`config.mk`:
```
export PLATFORM = sky130hd
export DESIGN_NAME = tds_sched
export DESIGN_NICKNAME = d
export VERILOG_FILES = /design/src/rtl/tds_pkg.sv /design/src/rtl/tds_regs.sv /design/src/rtl/tds_picker.sv /design/src/rtl/tds_irq.sv /design/src/rtl/tds_sched.sv
export SDC_FILE = /design/constraint.sdc
export NUM_CORES = 1
export LEC_CHECK = 0
export BUFFER_PORTS_ARGS = -buffer_cell sky130_fd_sc_hd__buf_2
export CAP_MARGIN = 30
export CORE_AREA = 2 2 159 161
export CTS_CLUSTER_SIZE = 25
export DETAILED_ROUTE_END_ITERATION = 10
export DIE_AREA = 0 0 161 163
export PLACE_DENSITY_LB_ADDON = 0.3
export SLEW_MARGIN = 30
export SYNTH_ARGS = -nofsm -noshare
export SYNTH_HDL_FRONTEND = slang
export SYNTH_SLANG_ARGS = --single-unit
export TNS_END_PERCENT = 30
```
`constraint.sdc`:
```
create_clock -name clk -period 9.1 [get_ports clk]
set_input_delay 0.455 -clock clk [delete_from_list [all_inputs] [get_ports clk]]
set_output_delay 0.455 -clock clk [all_outputs]
set_load 0.05 [all_outputs]
```
`src/rtl/tds_pkg.sv`:
```
package tds_pkg;
   localparam int unsigned REG_AW = 3;

   typedef enum logic [REG_AW-1:0] {
      RA_WORK  = 3'd0,
      RA_SKIP  = 3'd1,
      RA_CLOSE = 3'd2,
      RA_ANY   = 3'd3,
      RA_ALL   = 3'd4,
      RA_DONE  = 3'd5,
      RA_CTRL  = 3'd6
   } reg_addr_e;
endpackage

```
`src/rtl/tds_regs.sv`:
```
module tds_regs
   import tds_pkg::*;
#(
   parameter int unsigned NSLOT = 32,
   parameter int unsigned DW    = 32,
   localparam int unsigned SW   = $clog2(NSLOT)
) (
   input  logic              clk,
   input  logic              rst_n,
   input  logic              we_i,
   input  logic [REG_AW-1:0] waddr_i,
   input  logic [DW-1:0]     wdata_i,
   input  logic [REG_AW-1:0] raddr_i,
   output logic [DW-1:0]     rdata_o,
   input  logic              done_i,
   input  logic [SW-1:0]     done_slot_i,
   output logic [NSLOT-1:0]  work_o,
   output logic [NSLOT-1:0]  skip_o,
   output logic [NSLOT-1:0]  close_o,
   output logic [NSLOT-1:0]  any_o,
   output logic [NSLOT-1:0]  all_nxt_o,
   output logic [NSLOT-1:0]  done_map_o,
   output logic [NSLOT-1:0]  done_nxt_o,
   output logic              fill_o,
   output logic              start_o
);
   localparam logic [NSLOT-1:0] ONE = NSLOT'(1);

   logic [NSLOT-1:0] work_q, skip_q, close_q, any_q, all_q, done_q;
   logic [NSLOT-1:0] work_n, all_n, done_n, hot;
   logic             fill_q;

   function automatic logic hit(input logic we, input logic [REG_AW-1:0] a, input reg_addr_e r);
      return we && (a == r);
   endfunction

   assign hot = done_i ? (ONE << done_slot_i) : '0;

   always_comb begin
      work_n = work_q;
      if (hit(we_i, waddr_i, RA_WORK)) work_n = wdata_i[NSLOT-1:0];
      work_n = work_n & ~hot;

      done_n = done_q;
      if (hit(we_i, waddr_i, RA_DONE)) done_n = done_n & ~wdata_i[NSLOT-1:0];
      done_n = done_n | hot;

      all_n = all_q;
      if (hit(we_i, waddr_i, RA_ALL)) all_n = wdata_i[NSLOT-1:0];
   end

   always_ff @(posedge clk or negedge rst_n) begin
      if (!rst_n) begin
         work_q  <= '0;
         skip_q  <= '0;
         close_q <= '0;
         any_q   <= '0;
         all_q   <= '0;
         done_q  <= '0;
         fill_q  <= 1'b0;
      end else begin
         work_q <= work_n;
         done_q <= done_n;
         all_q  <= all_n;
         if (hit(we_i, waddr_i, RA_SKIP))  skip_q  <= wdata_i[NSLOT-1:0];
         if (hit(we_i, waddr_i, RA_CLOSE)) close_q <= wdata_i[NSLOT-1:0];
         if (hit(we_i, waddr_i, RA_ANY))   any_q   <= wdata_i[NSLOT-1:0];
         if (hit(we_i, waddr_i, RA_CTRL))  fill_q  <= wdata_i[0];
      end
   end

   assign start_o = hit(we_i, waddr_i, RA_CTRL) && wdata_i[0] && !fill_q;

   always_comb begin
      case (raddr_i)
         RA_WORK:  rdata_o = DW'(work_q);
         RA_SKIP:  rdata_o = DW'(skip_q);
         RA_CLOSE: rdata_o = DW'(close_q);
         RA_ANY:   rdata_o = DW'(any_q);
         RA_ALL:   rdata_o = DW'(all_q);
         RA_DONE:  rdata_o = DW'(done_q);
         RA_CTRL:  rdata_o = DW'(fill_q);
         default:  rdata_o = '0;
      endcase
   end

   assign work_o     = work_q;
   assign skip_o     = skip_q;
   assign close_o    = close_q;
   assign any_o      = any_q;
   assign all_nxt_o  = all_n;
   assign done_map_o = done_q;
   assign done_nxt_o = done_n;
   assign fill_o     = fill_q;

   // a finished slot is retired and recorded
   p_done_retires_r8: assert property (@(posedge clk) disable iff (!rst_n)
      (done_i && (done_slot_i < SW'(NSLOT - 1) || done_slot_i == SW'(NSLOT - 1)))
      |=> (!work_q[$past(done_slot_i)] && done_q[$past(done_slot_i)]));
endmodule

```
`src/rtl/tds_picker.sv`:
```
module tds_picker #(
   parameter int unsigned NSLOT = 32,
   localparam int unsigned SW   = $clog2(NSLOT)
) (
   input  logic             clk,
   input  logic             rst_n,
   input  logic [NSLOT-1:0] work_i,
   input  logic [NSLOT-1:0] skip_i,
   input  logic [NSLOT-1:0] close_i,
   input  logic             fill_i,
   input  logic             start_i,
   input  logic             gnt_i,
   output logic             req_o,
   output logic [SW-1:0]    slot_o
);
   logic [SW-1:0]    ptr_q;
   logic [NSLOT-1:0] win, at_or_above, elig, upper;
   logic             wrap_here;

   function automatic logic [SW-1:0] lowest(input logic [NSLOT-1:0] v);
      logic [SW-1:0] r;
      r = '0;
      for (int i = NSLOT - 1; i >= 0; i--) begin
         if (v[i]) r = SW'(i);
      end
      return r;
   endfunction

   always_comb begin
      logic seen;
      seen = 1'b0;
      for (int i = 0; i < NSLOT; i++) begin
         win[i] = ~seen;
         seen   = seen | close_i[i];
      end
   end

   for (genvar g = 0; g < NSLOT; g++) begin : g_ge
      assign at_or_above[g] = (ptr_q <= SW'(g));
   end

   assign elig      = work_i & ~skip_i & win;
   assign upper     = elig & at_or_above;
   assign slot_o    = (|upper) ? lowest(upper) : lowest(elig);
   assign req_o     = fill_i && (|elig);
   assign wrap_here = close_i[slot_o] || (slot_o == SW'(NSLOT - 1));

   always_ff @(posedge clk or negedge rst_n) begin
      if (!rst_n) begin
         ptr_q <= '0;
      end else if (start_i) begin
         ptr_q <= '0;
      end else if (req_o && gnt_i) begin
         ptr_q <= wrap_here ? '0 : slot_o + 1'b1;
      end
   end

   // no grant, no movement
   p_ptr_hold_r7: assert property (@(posedge clk) disable iff (!rst_n)
      (!(req_o && gnt_i) && !start_i) |=> $stable(ptr_q));

   // buffer-filled rising restarts at slot 0
   p_restart_r6: assert property (@(posedge clk) disable iff (!rst_n)
      start_i |=> (ptr_q == '0));
endmodule

```
`src/rtl/tds_irq.sv`:
```
module tds_irq #(
   parameter int unsigned NSLOT = 32,
   localparam int unsigned SW   = $clog2(NSLOT)
) (
   input  logic             clk,
   input  logic             rst_n,
   input  logic             done_i,
   input  logic [SW-1:0]    done_slot_i,
   input  logic [NSLOT-1:0] any_i,
   input  logic [NSLOT-1:0] all_nxt_i,
   input  logic [NSLOT-1:0] done_nxt_i,
   output logic             irq_o
);
   localparam logic [NSLOT-1:0] ONE = NSLOT'(1);

   logic any_hit, full_n, full_q, irq_q;

   assign any_hit = done_i && (|((ONE << done_slot_i) & any_i));
   assign full_n  = (|all_nxt_i) && ((done_nxt_i & all_nxt_i) == all_nxt_i);

   always_ff @(posedge clk or negedge rst_n) begin
      if (!rst_n) begin
         full_q <= 1'b0;
         irq_q  <= 1'b0;
      end else begin
         full_q <= full_n;
         irq_q  <= any_hit | (full_n & ~full_q);
      end
   end

   assign irq_o = irq_q;
endmodule

```
`src/rtl/tds_sched.sv`:
```
module tds_sched
   import tds_pkg::*;
#(
   parameter int unsigned NSLOT = 32,
   parameter int unsigned DW    = 32,
   localparam int unsigned SW   = $clog2(NSLOT)
) (
   input  logic              clk,
   input  logic              rst_n,
   input  logic              reg_we,
   input  logic [REG_AW-1:0] reg_waddr,
   input  logic [DW-1:0]     reg_wdata,
   input  logic [REG_AW-1:0] reg_raddr,
   output logic [DW-1:0]     reg_rdata,
   output logic              req_o,
   output logic [SW-1:0]     slot_o,
   input  logic              gnt_i,
   input  logic              done_i,
   input  logic [SW-1:0]     done_slot_i,
   output logic              irq_o
);
   if (NSLOT < 2 || NSLOT > DW) begin : g_bad_cfg
      $error("tds_sched: NSLOT must lie in 2..DW");
   end

   logic [NSLOT-1:0] work, skip, close, any, all_nxt, done_map, done_nxt;
   logic             fill, start;

   tds_regs #(.NSLOT(NSLOT), .DW(DW)) u_regs (
      .clk(clk), .rst_n(rst_n),
      .we_i(reg_we), .waddr_i(reg_waddr), .wdata_i(reg_wdata),
      .raddr_i(reg_raddr), .rdata_o(reg_rdata),
      .done_i(done_i), .done_slot_i(done_slot_i),
      .work_o(work), .skip_o(skip), .close_o(close), .any_o(any),
      .all_nxt_o(all_nxt), .done_map_o(done_map), .done_nxt_o(done_nxt),
      .fill_o(fill), .start_o(start)
   );

   tds_picker #(.NSLOT(NSLOT)) u_pick (
      .clk(clk), .rst_n(rst_n),
      .work_i(work), .skip_i(skip), .close_i(close),
      .fill_i(fill), .start_i(start), .gnt_i(gnt_i),
      .req_o(req_o), .slot_o(slot_o)
   );

   tds_irq #(.NSLOT(NSLOT)) u_irq (
      .clk(clk), .rst_n(rst_n),
      .done_i(done_i), .done_slot_i(done_slot_i),
      .any_i(any), .all_nxt_i(all_nxt), .done_nxt_i(done_nxt),
      .irq_o(irq_o)
   );

   // offered slot holds work and is not skipped
   p_offer_eligible_r4: assert property (@(posedge clk) disable iff (!rst_n)
      req_o |-> (work[slot_o] && !skip[slot_o]));

   // no closing bit below the offered slot
   p_offer_in_window_r5: assert property (@(posedge clk) disable iff (!rst_n)
      req_o |-> ((close & ~({NSLOT{1'b1}} << slot_o)) == '0));

   // any-of hit yields interrupt next cycle
   p_any_irq_r9: assert property (@(posedge clk) disable iff (!rst_n)
      (done_i && any[done_slot_i]) |=> irq_o);

   // interrupt without an any-of hit needs a covered all-of mask
   p_all_irq_r10: assert property (@(posedge clk) disable iff (!rst_n)
      (irq_o && !$past(done_i && any[done_slot_i]))
      |-> ((done_map & $past(all_nxt)) == $past(all_nxt)));
endmodule

```
-- Word-level counts from Yosys, hierarchy flattened
Cells that the tools add are included.
- add/sub/neg operators: 1
- $lt $le $gt $ge: 33
- equality and inequality tests: 14
- shift-type cells: 1
- muxes and demuxes: 75
- bitwise gates (word level): 75
- reductions and logical operators: 22
- operator list (kind ; count):
    two-way mux 5 bit ; 68
    bitwise AND 32 bit ; 7
    one-hot mux 32 bit (7 select lines) ; 1
    two-way mux 32 bit ; 4
    OR reduction 32 bit ; 4
    inverter 32 bit ; 3
    <= comparator 5 bit, second input constant ; 16
    <= comparator 5 x 4 -> 1 bit, second input constant ; 8
    equality test 32 bit ; 1
    inverter 1 bit ; 32
    bitwise OR 32 bit ; 1
    << shifter 1 x 5 -> 32 bit, first input constant ; 1
    bitwise OR 1 bit ; 31
    <= comparator 5 x 3 -> 1 bit, second input constant ; 4
    equality test 3 bit, second input constant ; 6
    logical AND 1 bit ; 13
    equality test 3 x 2 -> 1 bit, second input constant ; 4
    <= comparator 5 x 1 -> 1 bit, second input constant ; 2
    <= comparator 5 x 2 -> 1 bit, second input constant ; 2
    equality test 3 x 1 -> 1 bit, second input constant ; 2
    logical NOT 3 bit ; 2
    less-than comparator 5 x 6 -> 1 bit, second input constant ; 1
    adder 5 x 1 -> 5 bit, second input constant ; 1
    binary-select mux 1 bit (select 5 bit) ; 1
    other kinds (6) ; 6
- register bits after elaboration: 200
- output and inout port bits: 39
- logic and storage cells: 231

-- Longest topological paths before layout
Gate-level depths: netlist of the first run.
- depth in word-level cells: 72
- depth in mapped cells: 18
- mapped depth without buffers: 15

-- Modules after synthesis
From an unflattened synthesis of the first run, not the netlist that was laid out.
- cell total of the unflattened synthesis: 1343
- area total of the unflattened synthesis: 12946.2 sq um
- by module, submodules not included (module ; instances ; cells an instance ; area an instance (sq um)):
    tds_regs ; 1 ; 777 ; 9085.0
    tds_picker ; 1 ; 451 ; 3076.7
    tds_irq ; 1 ; 115 ; 784.5

-- Least setup slack after synthesis of the first run
Ideal clock, no wire load.
- path type: register -> register
- start point: register u_regs.close_q[0] (netlist: u_regs.close_o[0])
- end point: register u_pick.ptr_q[2]
- library setup time: 77 ps
- arrival time: 3747 ps
- data required time: 9023 ps
- slack: 5275 ps
- stages on the path, launching flop included: 18
- clock period less this slack: 3825 ps
- cell sequence: dfrtp_1 > buf_6 > or4_1 > buf_2 > or4_4 > o31a_4 > and3_4 > nand4_2 > nor2_1 > o31ai_4 > inv_2 > ha_1 > and3_1 > ha_1 > nor2_1 > o41a_1 > o2111ai_2 > o21ai_1
- word-level cells in the longest chain between the ends: 72
- RTL lines (what ; RTL line ; RTL):
    from (decl) ; tds_regs.sv:29 ; logic [NSLOT-1:0] work_q, skip_q, close_q, any_q, all_q, done_q;
    from (signal assigned) ; tds_regs.sv:66 ; if (hit(we_i, waddr_i, RA_CLOSE)) close_q <= wdata_i[NSLOT-1:0];
    bitwise OR 1 bit (30 in a row) ; tds_picker.sv:34 ; seen = seen | close_i[i];
    inverter 1 bit ; tds_picker.sv:33 ; win[i] = ~seen;
    bitwise AND 32 bit (*) ; tds_picker.sv:42 ; assign elig = work_i & ~skip_i & win;
    bitwise AND 32 bit ; tds_picker.sv:43 ; assign upper = elig & at_or_above;
    two-way mux 5 bit (32 in a row) ; tds_picker.sv:24 ; if (v[i]) r = SW'(i);
    two-way mux 5 bit (*) ; tds_picker.sv:44 ; assign slot_o = (|upper) ? lowest(upper) : lowest(elig);
    net slot_o[1] ; tds_sched.sv:16 ; output logic [SW-1:0] slot_o,
    binary-select mux 1 bit (select 5 bit) ; tds_picker.sv:46 ; assign wrap_here = close_i[slot_o] || (slot_o == SW'(NSLOT - 1));
    two-way mux 1 bit (not written as such) ; tds_picker.sv:46 ;
    logical OR 1 bit ; tds_picker.sv:46 ;
    two-way mux 5 bit (*) ; tds_picker.sv:54 ; ptr_q <= wrap_here ? '0 : slot_o + 1'b1;
    two-way mux 5 bit (*) ; tds_picker.sv:53 ; end else if (req_o && gnt_i) begin
    two-way mux 5 bit (*) ; tds_picker.sv:51 ; end else if (start_i) begin
    to (signal assigned) ; tds_picker.sv:54 ;
    to (decl) ; tds_picker.sv:16 ; logic [SW-1:0] ptr_q;
The timed path passes the listed nets; every way through them passes the cells marked *. The select of a mux whose other input is x is not followed.
A chain may end at the register's enable or synchronous reset.

-- Worst setup path in the final report of the first run
- start point: register u_regs.close_q[9] (netlist: u_regs.close_o[9])
- end point: output slot_o[0]
- word-level cells in the longest chain between the ends: 58
- RTL lines (what ; RTL line):
    bitwise OR 1 bit (*) ; tds_picker.sv:34
    bitwise OR 1 bit (21 in a row) ; tds_picker.sv:34
    inverter 1 bit ; tds_picker.sv:33
    bitwise AND 32 bit (*) ; tds_picker.sv:42
    bitwise AND 32 bit ; tds_picker.sv:43
    two-way mux 5 bit (32 in a row) ; tds_picker.sv:24
    two-way mux 5 bit (*) ; tds_picker.sv:44
    to (decl) ; tds_sched.sv:16
Mark *: on every way between the ends. The rest lies on a longest branch, timed or not.

==> results of run 1 <==
-- cell families after synthesis --
| logic type | synth area share |
|---|---|
| simple gates | 0.205 |
| fa+ha+maj | 0.00206 |
| flops | 0.412 |
| buf+inv | 0.0415 |
| compound gates | 0.215 |
| xor+xnor | 0.00144 |
| mux | 0.124 |
-- layer usage --
layer  share of wire  wire (microns)
met1            0.40           18800
met2            0.45           21500
met3           0.099            4730
met4           0.052            2470
met5               0               0
-- worst max-delay path: stages (launching register included) --
cell       delay [ns]
dfrtp_1          0.46
nor2_1           0.58
nand4_4          0.44
nor2_4           0.37
o2111ai_1        0.17
a2111oi_0        0.56
o21ai_1          0.17
a211o_1          0.48
nand2_2          0.29
buf_2            0.35
-- how the worst max path moves through the flow --
| stage | to | start | cells past startpoint |
|---|---|---|---|
| after floorplan | u_pick.ptr_q[2] | u_regs.close_o[0] | 17 |
| after global placement | u_pick.ptr_q[3] | u_regs.close_o[9] | 15 |
| after detailed placement | u_pick.ptr_q[0] | u_pick.ptr_q[2] | 15 |
| after CTS | slot_o[0] | u_regs.close_o[9] | 9 |
| after global routing | u_pick.ptr_q[3] | u_pick.ptr_q[2] | 15 |
| final | slot_o[0] | u_regs.close_o[9] | 9 |
-- flip-flops by register name (all words and copies together) (netlist names) --
| register | flops |
|---|---|
| u_irq.full_q | 1 |
| u_irq.irq_o | 1 |
| u_pick.ptr_q | 5 |
| u_regs.all_q | 32 |
| u_regs.any_o | 32 |
| u_regs.close_o | 32 |
| u_regs.done_map_o | 32 |
| u_regs.fill_o | 1 |
| u_regs.skip_o | 32 |
| u_regs.work_o | 32 |
-- stage by stage --
step                hold slack (ns)  cell area [sq um]  instances  utilization  setup slack [ns]
global route                 0.0344              13500       1714        0.548              4.13
finish                      -0.0138              13500       1715        0.548              4.33
CTS                          0.0166              13500       1714        0.548              4.39
floorplan                     0.159              12200       1323            -              5.28
detailed placement            0.483              12900       1684        0.524              4.53
global placement              0.479              12900       1682        0.522              4.58
-- power groups by stage --
stage / sequential, mW / combinational [mW] / clock (mW)
finish: 1.31 / 0.961 / 0.775
global route: 1.33 / 1.02 / 0.805
detailed placement: 1.31 / 0.936 / 0
floorplan: 1.20 / 0.686 / 0
global placement: 1.30 / 0.927 / 0
CTS: 1.30 / 0.942 / 0.776
-- area by class of cell --
class	count	share of cell area
Antenna cell	1	0.000185
Clock buffer	19	0.0328
Clock inverter	11	0.0102
Inverter	49	0.0136
Multi-Input combinational cell	999	0.496
Sequential cell	200	0.370
Tap cell	330	0.0305
Timing Repair Buffer	106	0.0468
-- placed cells by master (no fill, tap or decap), drive strengths merged, types with 7 or more instances in the layout --
master and instances:
dfrtp 200, nand2 158, buf 105, a22oi 96, mux2 93, nor2 84
a21oi 71, nand3 62, inv 54, o21ai 50, mux2i 41, a21o 38
nor3 24, o22ai 23, nor3b 21, nor4 20, clkbuf 20, nor2b 19
nand4 18, nand2b 16, and2 11, a211oi 9, a31oi 8, o2111ai 8
and3 8, o211ai 7, a2111oi 7, or4b 7
==> out/results.md, run 1 <==
| Item | Reported | Unit |
| --- | --- | --- |
| Status | finished, violations left | - |
| Violations in the final reports | hold timing | - |
| HPWL after DPL | 34,600 | microns |
| Maximum number of pins on one net before global-route repair | 75 | - |
| Number of distinct library cells after synthesis | 88 | - |
| Sum of internal, switching and leakage power | 3.05 | mW |
| WL final | 47,500 | microns |
| Final routed wire length divided by cell count | 27.7 | microns |
| Met3 GRT Util | 0.0634 | - |
| I/O pin count | 87 | - |
| Area growth syn-to-layout | 11.2 | % |
| Async S/R FF share, synth | 1.00 | - |
| Final cycle utilization of the critical path | 0.525 | - |
| Share of cells above drive strength 1 | 0.198 | - |
| Min cycle time layout | 4.77 | ns |
| Required time at the worst-slack endpoint | 8.65 | ns |
| Count of routing violations after the opening detailed-route iteration | 1,539 | - |
| Reg2Reg Depth | 15 | - |
| Internal power summed over all cells | 1.82 | mW |
| Clock tree from TritonCTS | built | - |
| Worst R2R Start | u_pick.ptr_q[2] | - |
| Data arrival time of the worst path | 4.32 | ns |
| Synthesized cell area | 0.0122 | sq mm |
| Die H | 163 | microns |
| Number of DRC violations after detailed routing | 0 | - |
| Critical Path End Type | primary output | - |
| Number of cells produced by synthesis | 1,323 | - |
| Number of synthesized flops with an enable pin | 0 | - |
| M2 GR Usage | 0.576 | - |
| Total Die Area | 0.0262 | sq mm |
| Global placer's final weighted congestion | 0.967 | - |
| Worst reg2reg path endpoint | u_pick.ptr_q[3] | - |
| Final ANT Viol Nets | 0 | - |
| Antenna violations before repair | 0 | - |
| Sw Ratio | 0.402 | - |
| Area occupied by multi-input gates | 0.00671 | sq mm |
| Psw | 1.22 | mW |
| Global routing's busiest layer | met2 | - |
| Top cells by instance count after synthesis | dfrtp_1, nand2_1, a22oi_1, mux2_2, nor2_1 | - |
| Number of post-CTS setup repair buffers | 0 | - |
| Total power divided by cell area | 225 | mW/mm^2 |
| Global routing met1 resource utilization | 0.486 | - |
| Share of power burned in registers | 0.430 | - |
| Core Rows | 58 | - |
| Peak Freq | 209 | MHz |
| Max-slew violation total from the final report | 0 | - |
| Static leakage | 5.78 | nW |
| Post-synthesis area per instance | 9.19 | sq um |
| Combined flip-flop and latch cell area | 0.00500 | sq mm |
| Worst min-delay path category | input port to async pin | - |
| Most used DFF post-synth | dfrtp_1 | - |
| Maximum clock path buffer count | 2 | - |
| Cell types with the largest area share after synthesis | dfrtp_1, mux2_2, a22oi_1 | - |
| Leading area contributor after synthesis | dfrtp_1 | - |
| Share of the yosys chip area belonging to registers | 0.412 | - |
| Horiz. Die Dim | 161 | microns |
| Number of clock buffers inserted by TritonCTS | 17 | - |
| Minimum hold slack | -0.0138 | ns |
| Worst Tran Pin Value | 0.948 | ns |
| Library cell used as clock root buffer | clkbuf_16 | - |
| Total global-route track usage | 0.363 | - |
| CP Class | flop to primary output | - |
| Setup slack of the most critical reg-to-reg path | 4.40 | ns |
| Initial core utilization | 0.493 | - |
| Type of origin of the critical path | flop | - |
| CTS HTree Levels | 4 | - |
| Layout net count | 1,423 | - |
| FF+latch count, synth | 200 | - |
| Area share of the leading cell type in the synthesized netlist | 0.412 | - |
| Buffers added on ports | 86 | - |
| Number of endpoints with negative hold slack in the final report | 3 | - |
| TritonCTS Sinks | 200 | - |
| Cts-stage hold buffer count | 0 | - |
| Clock network latency to the later pin of the worst-skew pair | 0.44 | ns |
| Worst Skew | 0.0119 | ns |
| Setup TNS | 0 | ns |
| RSZ-0062 raised after global routing | no | - |
| Average via count per standard cell | 6.86 | - |
| Drt first pass iters | 6 | - |
| Yosys warns | 0 | - |
| Area of the core | 0.0247 | sq mm |
| Mapped Nets | 1,373 | - |
| Cell with the most instances after synthesis | dfrtp_1 | - |
| Overflow left after global routing | 0 | - |
| Worst Path Max Fanout | 16 | - |
| Clock transition at the registers of the reported paths | 0.08 | ns |
| Number of gates resized after CTS | 0 | - |
| Clk network pwr share | 0.254 | - |
| Vias in the first global route | 11,200 | - |
| First-pass GRT wire length | 70,900 | microns |
| Max-slew headroom at the worst pin | 0.368 | - |
| Fill count | 2,290 | - |
| Worst VDD drop | 144 | uV |
| Total via count after detailed routing | 11,800 | - |
| Gate power share | 0.315 | - |
| Max Cap Violations | 0 | - |
| Final number of setup-violating endpoints | 0 | - |
Power figures use the tool's default switching activity.
==> inputs of run 2 (changes only) <==
==> constraint.sdc (replaced) <==
create_clock -name clk -period 4.75 [get_ports clk]
set_input_delay 0.2375 -clock clk [delete_from_list [all_inputs] [get_ports clk]]
set_output_delay 0.2375 -clock clk [all_outputs]
set_load 0.05 [all_outputs]
==> run 2 against run 1 <==
The run now ends clean. Die area unchanged. Sequential cell count unchanged. Design area up 1.5%. Cell count up 1.6%. Count of clock-buffer cells in the layout down 2. Clock skew down 0.0026 ns. Global-route usage up 0.53 points.
==> out/results.md, run 2 (same netlist as run 1, synthesis figures left out) <==
| Item | Reported | Unit |
| --- | --- | --- |
| Max-slew headroom at the worst pin | 0.349 | - |
| Min cycle time layout | 4.39 | ns |
| Cell Chain, Critical Path | buf_4 > inv_1 > o2111a_1 > nor3_1 > nand4_2 > o21ai_2 > a211o_1 > nand2_2 > ha_1 > and3_1 > ha_1 > nor2_1 > o41a_1 > o2111ai_2 > o21ai_1 | - |
| Slowest stage cell on the critical path | dfrtp_1 | - |
| Hold Crit Start | reg_wdata[21] | - |
| Final cycle utilization of the critical path | 0.925 | - |
| Maximum clock path buffer count | 2 | - |
| RSZ-0062 raised after global routing | no | - |
| Most common cell after layout, fill and taps aside | dfrtp_1 | - |
| Core Rows | 58 | - |
| Die H | 163 | microns |
| Global placer's final weighted congestion | 0.998 | - |
| Number of post-CTS setup repair buffers | 0 | - |
| Clock network latency to the later pin of the worst-skew pair | 0.44 | ns |
| Start point of the critical path | u_pick.ptr_q[4] | - |
| HPWL after DPL | 35,100 | microns |
| Internal power summed over all cells | 3.47 | mW |
| Number of clock buffers inserted by TritonCTS | 17 | - |
| Gate power share | 0.327 | - |
| Met3 GRT Util | 0.0792 | - |
| Final routed wire length divided by cell count | 27.8 | microns |
| Worst VDD drop | 215 | uV |
| Global routing met1 resource utilization | 0.496 | - |
| Clock transition at the registers of the reported paths | 0.09 | ns |
| Psw | 2.47 | mW |
| Layout net count | 1,450 | - |
| Most numerous cell on the critical path | ha_1 | - |
| Clock tree from TritonCTS | built | - |
| Final ANT Viol Nets | 0 | - |
| Worst Path Max Fanout | 19 | - |
| Number of DRC violations after detailed routing | 0 | - |
| Required time at the worst-slack endpoint | 5.12 | ns |
| Count of routing violations after the opening detailed-route iteration | 1,522 | - |
| Final number of setup-violating endpoints | 0 | - |
| Commonest cells after routing, fill and taps aside | dfrtp_1, nand2_1, a22oi_1 | - |
| WL final | 48,400 | microns |
| Area of the core | 0.0247 | sq mm |
| Total Die Area | 0.0262 | sq mm |
| Static leakage | 5.91 | nW |
| Maximum number of pins on one net before global-route repair | 108 | - |
| Post-layout instance area | 0.0137 | sq mm |
| First-pass GRT wire length | 72,500 | microns |
| Total via count after detailed routing | 12,100 | - |
| Share of cells above drive strength 1 | 0.214 | - |
| Area growth syn-to-layout | 12.9 | % |
| Antenna violations before repair | 1 | - |
| Max-slew violation total from the final report | 0 | - |
| Critical Path End Type | flop | - |
| Largest stage delay on the critical path | 0.79 | ns |
| Total power divided by cell area | 432 | mW/mm^2 |
| Worst min-delay path category | input port to flop | - |
| Total cell area at the placement stage | 0.0131 | sq mm |
| Worst Skew | 0.00933 | ns |
| I/O pin count | 87 | - |
| Peak Freq | 228 | MHz |
| Worst R2R Start | u_pick.ptr_q[4] | - |
| Initial core utilization | 0.493 | - |
| Share of power burned in registers | 0.421 | - |
| Number of endpoints with negative hold slack in the final report | 0 | - |
| TritonCTS Sinks | 200 | - |
| Library cell used as clock root buffer | clkbuf_16 | - |
| Max Cap Violations | 0 | - |
| Buffers added on ports | 86 | - |
| CTS HTree Levels | 4 | - |
| CP Class | flop to flop | - |
| Clk network pwr share | 0.251 | - |
| Global routing's busiest layer | met2 | - |
| Average via count per standard cell | 6.94 | - |
| Status | finished, final reports clean | - |
| Type of origin of the critical path | flop | - |
| Setup TNS | 0 | ns |
| Overflow left after global routing | 0 | - |
| M2 GR Usage | 0.555 | - |
| Sw Ratio | 0.416 | - |
| Horiz. Die Dim | 161 | microns |
| Total global-route track usage | 0.368 | - |
| Vias in the first global route | 11,400 | - |
| Worst Tran Pin Value | 0.976 | ns |
| Drt first pass iters | 6 | - |
| Data arrival time of the worst path | 4.77 | ns |
[run 2: power by group through the flow]
stage               clock network (mW)  logic (mW)  registers (mW)
floorplan                            0        1.31            2.30
global placement                     0        1.88            2.50
detailed placement                   0        1.89            2.51
CTS                               1.50        1.90            2.47
global route                      1.57        2.05            2.53
finish                            1.49        1.94            2.50
[run 2: per-stage QoR]
| stage | utilization | setup slack [ns] | hold slack [ns] | instances | power [mW] |
|---|---|---|---|---|---|
| 2_1_floorplan | - | 0.925 | -0.0581 | 1323 | 3.61 |
| 3_3_place_gp | 0.532 | 0.498 | 0.419 | 1710 | 4.37 |
| 3_5_place_dp | 0.532 | 0.467 | 0.423 | 1710 | 4.39 |
| 4_1_cts | 0.556 | 0.455 | 0.0612 | 1742 | 5.88 |
| 5_1_grt | 0.556 | 0.0822 | 0.0754 | 1742 | 6.15 |
| 6_report | 0.557 | 0.357 | 0.0696 | 1743 | 5.94 |
[run 2: path summary, 6_finish.rpt]
kind / cells past startpoint / slack, ns / end
min: 3 / 0.07 / u_regs.work_o[21]
max reg2reg: 15 / 0.36 / u_pick.ptr_q[2]
max in group asynchronous: 3 / 3.10 / u_regs.all_q[29]
max: 15 / 0.36 / u_pick.ptr_q[2]
min reg2reg: 1 / 0.50 / u_regs.done_map_o[27]
min in group asynchronous: 2 / 0.39 / u_regs.fill_o
[run 2: metal layers]
metal	up-vias	wire (microns)	part of all wire
met5	-	0	0
met4	0	2820	0.058
met3	184	5400	0.11
met2	914	21500	0.44
met1	5908	18700	0.39
li1	5096	-	-
[run 2: timing repair]
action	4_1_cts	5_1_grt
hold endpoints to repair	105	0
gates resized for setup	0	0
hold buffers	1	0
[run 2: final cells by class]
class | instances | area [sq um]
timing repair buffer | 133 | 821
clock inverter | 14 | 176
sequential | 200 | 5000
fill | 2261 | 10900
tap | 330 | 413
antenna | 1 | 2.50
clock buffer | 17 | 425
inverter | 49 | 184
multi-input combinational | 999 | 6710
[run 2: worst max-delay path, delay by kind of cell, from the launching register on]
| kind | cells | cell delay (ns) |
|---|---|---|
| AO/OA/AOI/OAI | 6 | 1.36 |
| AND/OR/NAND/NOR | 5 | 1.43 |
| flip-flops | 1 | 0.79 |
| buffers and inverters | 2 | 0.30 |
| adder cells (fa/ha/maj) | 2 | 0.42 |
